`src/rtl/copro_ifc_pkg.sv`:
```
package copro_ifc_pkg;

  typedef enum logic [1:0] {
    TRK_IDLE = 2'd0,
    TRK_BUSY = 2'd1,
    TRK_EXC  = 2'd2
  } trk_state_e;

  localparam int KILL_BIT = 0;
  localparam int ACK_BIT  = 1;

  typedef struct packed {
    logic ack;
    logic abort;
  } cmd_bits_t;

endpackage

```
`src/rtl/copro_ifc_rst_sync.sv`:
```
module copro_ifc_rst_sync #(
  parameter int STAGES = 2
) (
  input  logic clk,
  input  logic rst_n,
  output logic rst_n_sync
);
  logic [STAGES-1:0] chain_q;

  always_ff @(posedge clk or negedge rst_n) begin
    if (!rst_n) chain_q <= '0;
    else        chain_q <= {chain_q[STAGES-2:0], 1'b1};
  end

  assign rst_n_sync = chain_q[STAGES-1];
endmodule

```
`src/rtl/copro_ifc_decode.sv`:
```
module copro_ifc_decode #(
  parameter int ADDR_W   = 8,
  parameter int CTRL_OFS = 2,
  parameter int SAVE_OFS = 4
) (
  input  logic [ADDR_W-1:0] addr,
  input  logic              rd,
  input  logic              wr,
  output logic              ctrl_wr,
  output logic              ctrl_rd,
  output logic              save_rd
);
  localparam logic [ADDR_W-1:0] CTRL_A = ADDR_W'(CTRL_OFS);
  localparam logic [ADDR_W-1:0] SAVE_A = ADDR_W'(SAVE_OFS);
  localparam int NSEL = 2;

  logic [NSEL-1:0] hit;
  logic            aligned;

  assign aligned = ~addr[0];

  genvar gi;
  generate
    for (gi = 0; gi < NSEL; gi++) begin : g_hit
      if (gi == 0) begin : g_ctrl
        assign hit[gi] = aligned && (addr == CTRL_A);
      end else begin : g_save
        assign hit[gi] = aligned && (addr == SAVE_A);
      end
    end
  endgenerate

  always_comb begin
    ctrl_wr = wr & hit[0];
    ctrl_rd = rd & hit[0];
    save_rd = rd & hit[1];
  end
endmodule

```
`src/rtl/copro_ifc_ctrl.sv`:
```
module copro_ifc_ctrl
  import copro_ifc_pkg::*;
(
  input  logic       clk,
  input  logic       rst_n,
  input  logic       ctrl_wr,
  input  logic [1:0] wbits,
  input  logic       core_go,
  input  logic       core_done,
  input  logic       core_exc_req,
  output logic       ack_p,
  output logic       abort_p,
  output logic       exc_pending,
  output logic       insn_busy
);
  trk_state_e state_q, state_d;
  logic       pend_q, pend_d;
  logic       ack_q, ack_d;
  logic       abort_q, abort_d;
  logic       do_abort, do_ack;

  always_comb begin
    do_abort = ctrl_wr && wbits[KILL_BIT];
    do_ack   = ctrl_wr && wbits[ACK_BIT] && !wbits[KILL_BIT];
  end

  always_comb begin
    state_d = state_q;
    pend_d  = pend_q;
    ack_d   = do_ack;
    abort_d = do_abort;
    if (do_abort) begin
      state_d = TRK_IDLE;
      pend_d  = 1'b0;
    end else begin
      if (do_ack) begin
        pend_d = 1'b0;
        if (state_q == TRK_EXC) state_d = TRK_IDLE;
      end
      case (state_q)
        TRK_IDLE: if (core_go)   state_d = TRK_BUSY;
        TRK_BUSY: if (core_done) state_d = TRK_IDLE;
        default:  ;
      endcase
      if (core_exc_req) begin
        pend_d  = 1'b1;
        state_d = TRK_EXC;
      end
    end
  end

  always_ff @(posedge clk or negedge rst_n) begin
    if (!rst_n) begin
      state_q <= TRK_IDLE;
      pend_q  <= 1'b0;
      ack_q   <= 1'b0;
      abort_q <= 1'b0;
    end else begin
      state_q <= state_d;
      pend_q  <= pend_d;
      ack_q   <= ack_d;
      abort_q <= abort_d;
    end
  end

  assign ack_p       = ack_q;
  assign abort_p     = abort_q;
  assign exc_pending = pend_q;
  assign insn_busy   = (state_q != TRK_IDLE);
endmodule

```
`src/rtl/copro_ifc_save.sv`:
```
module copro_ifc_save #(
  parameter int DATA_W = 16
) (
  input  logic              clk,
  input  logic              rst_n,
  input  logic              save_rd,
  input  logic [DATA_W-1:0] fmt,
  output logic [DATA_W-1:0] rd_word,
  output logic              save_p
);
  logic prev_q, prev_d;
  logic pulse_q, pulse_d;

  always_comb begin
    prev_d  = save_rd;
    pulse_d = save_rd && !prev_q;
    rd_word = save_rd ? fmt : '0;
  end

  always_ff @(posedge clk or negedge rst_n) begin
    if (!rst_n) begin
      prev_q  <= 1'b0;
      pulse_q <= 1'b0;
    end else begin
      prev_q  <= prev_d;
      pulse_q <= pulse_d;
    end
  end

  assign save_p = pulse_q;
endmodule

```
`src/rtl/copro_ifc_regs.sv`:
```
module copro_ifc_regs
  import copro_ifc_pkg::*;
#(
  parameter int ADDR_W   = 8,
  parameter int DATA_W   = 16,
  parameter int CTRL_OFS = 2,
  parameter int SAVE_OFS = 4,
  parameter int SYNC_STG = 2
) (
  input  logic              clk,
  input  logic              rst_n,
  input  logic [ADDR_W-1:0] host_addr,
  input  logic              host_rd,
  input  logic              host_wr,
  input  logic [DATA_W-1:0] host_wdata,
  output logic [DATA_W-1:0] host_rdata,
  input  logic [DATA_W-1:0] core_fmt,
  input  logic              core_go,
  input  logic              core_done,
  input  logic              core_exc_req,
  output logic              cmd_ack,
  output logic              cmd_abort,
  output logic              cmd_save,
  output logic              exc_pending,
  output logic              insn_busy
);
  logic       rst_n_s;
  logic       ctrl_wr, ctrl_rd, save_rd;
  logic [1:0] wbits;
  logic       unused_hi;
  logic [DATA_W-1:0] save_word;

  copro_ifc_rst_sync #(.STAGES(SYNC_STG)) u_rst (
    .clk(clk), .rst_n(rst_n), .rst_n_sync(rst_n_s)
  );

  copro_ifc_decode #(.ADDR_W(ADDR_W), .CTRL_OFS(CTRL_OFS), .SAVE_OFS(SAVE_OFS)) u_dec (
    .addr(host_addr), .rd(host_rd), .wr(host_wr),
    .ctrl_wr(ctrl_wr), .ctrl_rd(ctrl_rd), .save_rd(save_rd)
  );

  assign wbits     = host_wdata[1:0];
  assign unused_hi = ^{host_wdata[DATA_W-1:2], ctrl_rd};

  copro_ifc_ctrl u_ctrl (
    .clk(clk), .rst_n(rst_n_s), .ctrl_wr(ctrl_wr), .wbits(wbits),
    .core_go(core_go), .core_done(core_done), .core_exc_req(core_exc_req),
    .ack_p(cmd_ack), .abort_p(cmd_abort),
    .exc_pending(exc_pending), .insn_busy(insn_busy)
  );

  copro_ifc_save #(.DATA_W(DATA_W)) u_save (
    .clk(clk), .rst_n(rst_n_s), .save_rd(save_rd), .fmt(core_fmt),
    .rd_word(save_word), .save_p(cmd_save)
  );

  // Control location reads as zero; only the save word is ever driven out.
  assign host_rdata = save_word;
endmodule

```
`config.mk`:
```
export PLATFORM = sky130hd
export DESIGN_NAME = copro_ifc_regs
export DESIGN_NICKNAME = d
export VERILOG_FILES = /design/src/rtl/copro_ifc_pkg.sv /design/src/rtl/copro_ifc_rst_sync.sv /design/src/rtl/copro_ifc_decode.sv /design/src/rtl/copro_ifc_ctrl.sv /design/src/rtl/copro_ifc_save.sv /design/src/rtl/copro_ifc_regs.sv
export SDC_FILE = /design/constraint.sdc
export NUM_CORES = 1
export LEC_CHECK = 0
export ABC_CLOCK_PERIOD_IN_PS = 2360
export CORE_AREA = 5 5 42 44
export DETAILED_ROUTE_END_ITERATION = 6
export DIE_AREA = 0 0 47 49
export DONT_BUFFER_PORTS = 1
export PLACE_DENSITY = 0.63
export SLEW_MARGIN = 30
export SYNTH_ARGS = -nofsm -noshare
export SYNTH_HDL_FRONTEND = slang
export SYNTH_SLANG_ARGS = --single-unit
```
`constraint.sdc`:
```
create_clock -name clk -period 2.36 [get_ports clk]
set_clock_uncertainty 0.05 [all_clocks]
set_input_delay 0.236 -clock clk [delete_from_list [all_inputs] [get_ports clk]]
set_output_delay 0.236 -clock clk [all_outputs]
set_load 0.01 [all_outputs]
```
==> flow_metrics.env <==
export IMPL_worstPathRequired_ps=2070
export IMPL_placed_cells=64
export IMPL_drv_slew=0
export IMPL_path_max_fanout=17
export IMPL_cts_setup_buffers=0
export IMPL_num_rows=14
export IMPL_grt_remaining_overflow=0
export IMPL_finish_utilization_pct=41.0
export IMPL_drive_gt1_share_pct=21.8
export IMPL_cts_made_buffers=3
export IMPL_portBuffers=0
export IMPL_holdBufCountCts=3
export IMPL_yosys_area_top_type_share_pct=44.7
export IMPL_path_clk_slew_ps=60
export IMPL_yosysMostFrequentCell="and2_1"
export IMPL_yosysWarnings=0
export IMPL_yosys_most_used_dff="dfrtp_1"
export IMPL_setup_viol_count_final=0
export IMPL_diodes=0
export IMPL_die_w_um=47
export IMPL_initial_core_util_pct=36.0
export IMPL_ir_drop_v=0.000212
export IMPL_die_area_mm2=0.00230
export IMPL_start_kind="input pin"
export IMPL_syn_avg_cell_area_um2=10.3
export IMPL_maxCapViolCount=0
export IMPL_antenna_found_initial=0
export IMPL_drt_initial_drc_count=3
export IMPL_grt_pass1_wl_um=1790
export IMPL_dp_slack_ps=598
export IMPL_synth_cell_types=21
export IMPL_layout_min_cycle_time_ps=1720
export IMPL_insertion_delay_ps=260
export IMPL_yosysSeqAreaShare_pct=44.7
export IMPL_syn_num_nets=96
export IMPL_hold_violations=0
export IMPL_synth_common_cells="and2_1, dfrtp_1"
export IMPL_worstSetupPathType="input pin to primary output"
export IMPL_synth_area_leader_cell="dfrtp_1"
export IMPL_instances_no_fill=71
export IMPL_ioPinCount=68
export IMPL_viasPerCell=5.30
export IMPL_htreeDepth=1
export IMPL_place_gp_congestion=0.715
export IMPL_die_height_um=49
export IMPL_end_kind="primary output"
export IMPL_ant_nets=0
export IMPL_fmax_mhz=580
export IMPL_status="completed"
export IMPL_first_global_vias=427
export IMPL_cts_tree="yes"
export IMPL_arrival_ps=1440
export IMPL_core_area_mm2=0.00140
export IMPL_async_reset_ff_share_pct=100
export IMPL_postSynthCellCount=49
export IMPL_power_leakage_uw=0.000242
export IMPL_netlist_area_um2=504
export IMPL_synthToLayoutAreaGrowth_pct=13.9
export IMPL_synthTopCellsByArea="dfrtp_1, and2_1, nor3_4"
export IMPL_hold_class="flop to async pin"
export IMPL_grtUsageTotal_pct=11.2
export IMPL_drc=0
export IMPL_period_share_pct=73.0
export IMPL_clock_sinks=9
export IMPL_power_density_mw_per_mm2=513
export IMPL_nNetsFinal=103
export IMPL_setup_slack_ps=637
export IMPL_cts_root_buf="clkbuf_4"
export IMPL_cts_resized_gates=0
export IMPL_drt_total_wl_um=1140
export IMPL_firstDrtPassIters=4
export IMPL_wl_per_cell_um=16.0
export IMPL_tns_ps=0
export IMPL_cts_max_path_buffers=2
export IMPL_ys_ff_latch=9
export IMPL_vias=376
export IMPL_grt_max_degree=18
export IMPL_grt_setup_unrepaired="false"
export IMPL_synth_edff_count=0
per-layer routing:
layer  global-route usage, %  share of wire (%)
met3                    7.75                 17
met4                    9.68                2.0
met1                    11.8                 39
met2                    14.5                 42
met5                       0                  0
critical path, stage by stage:
cell and delay, ps:
or4_4 570, nor3_4 380, and2_1 250
path summary, 6_finish.rpt:
path                                   start                 to  slack [ps]  cells past startpoint
setup / recovery                host_addr[7]     host_rdata[14]         640                      3
hold / removal              u_rst.chain_q[1]       u_ctrl.ack_p          60                      0
setup reg to reg           u_ctrl.state_q[0]  u_ctrl.state_q[1]        1480                      3
hold reg to reg             u_rst.chain_q[1]       u_ctrl.ack_p          60                      0
max in group asynchronous   u_rst.chain_q[1]  u_ctrl.state_q[1]        1980                      0
min in group clk                core_exc_req  u_ctrl.state_q[1]          60                      1
sequential cells by signal, summed over array words and instances (netlist names):
signal	cells
u_ctrl.state_q	2
u_rst.chain_q	2
u_ctrl.abort_p	1
u_ctrl.ack_p	1
u_ctrl.exc_pending	1
u_save.prev_q	1
u_save.save_p	1
power breakdown:
group	leakage [uW]	internal (uW)	switching [uW]
clock	0.0000177	62.7	57.8
combinational	0.000114	8.45	7.02
sequential	0.000111	156	2.56
kinds of logic (layout without fill, tap and decap cells):
logic type | Yosys count | count (layout) | share of synthesized area, %
AO/OA/AOI/OAI | 3 | 3 | 3.72
flip-flops | 9 | 9 | 44.7
buffers and inverters | 2 | 8 | 2.23
other | 1 | 1 | 0.744
AND/OR/NAND/NOR | 34 | 34 | 48.6
layout make-up:
cell class	count	area [um^2]
repair buffers	3	30.0
inverters	1	3.75
fillers	152	827
clock inverters	1	5.00
flip-flops and latches	9	225
multi-input cells	38	268
clock buffers	3	22.5
well taps	16	20.0
stage by stage:
stage	hold slack, ps	power (uW)	cell area [um^2]
CTS	50.9	302	574
finish	60.8	295	574
detailed placement	-110	173	517
floorplan	-110	171	504
global placement	-110	173	517
global route	47.6	313	574
layout by cell type, fill, tap and decap left out:
cell / Yosys / routed
nand3b_1: 2 / 2
or3_4: 1 / 1
dfrtp_1: 9 / 9
clkinv_2: 0 / 1
inv_1: 1 / 1
nor2_1: 2 / 2
and2_1: 16 / 16
or4_4: 1 / 1
or2_2: 2 / 2
nor3_1: 2 / 2
o21ai_0: 1 / 1
conb_1: 1 / 1
nand2b_1: 1 / 1
nor3_4: 1 / 1
a21oi_1: 1 / 1
nand3b_2: 1 / 1
clkbuf_4: 0 / 3
nor4_2: 1 / 1
o22a_1: 1 / 1
dlygate4sd3_1: 0 / 3
nor2b_1: 1 / 1
nor4_1: 2 / 2
nor3b_2: 1 / 1
Power figures use the tool's default switching activity.
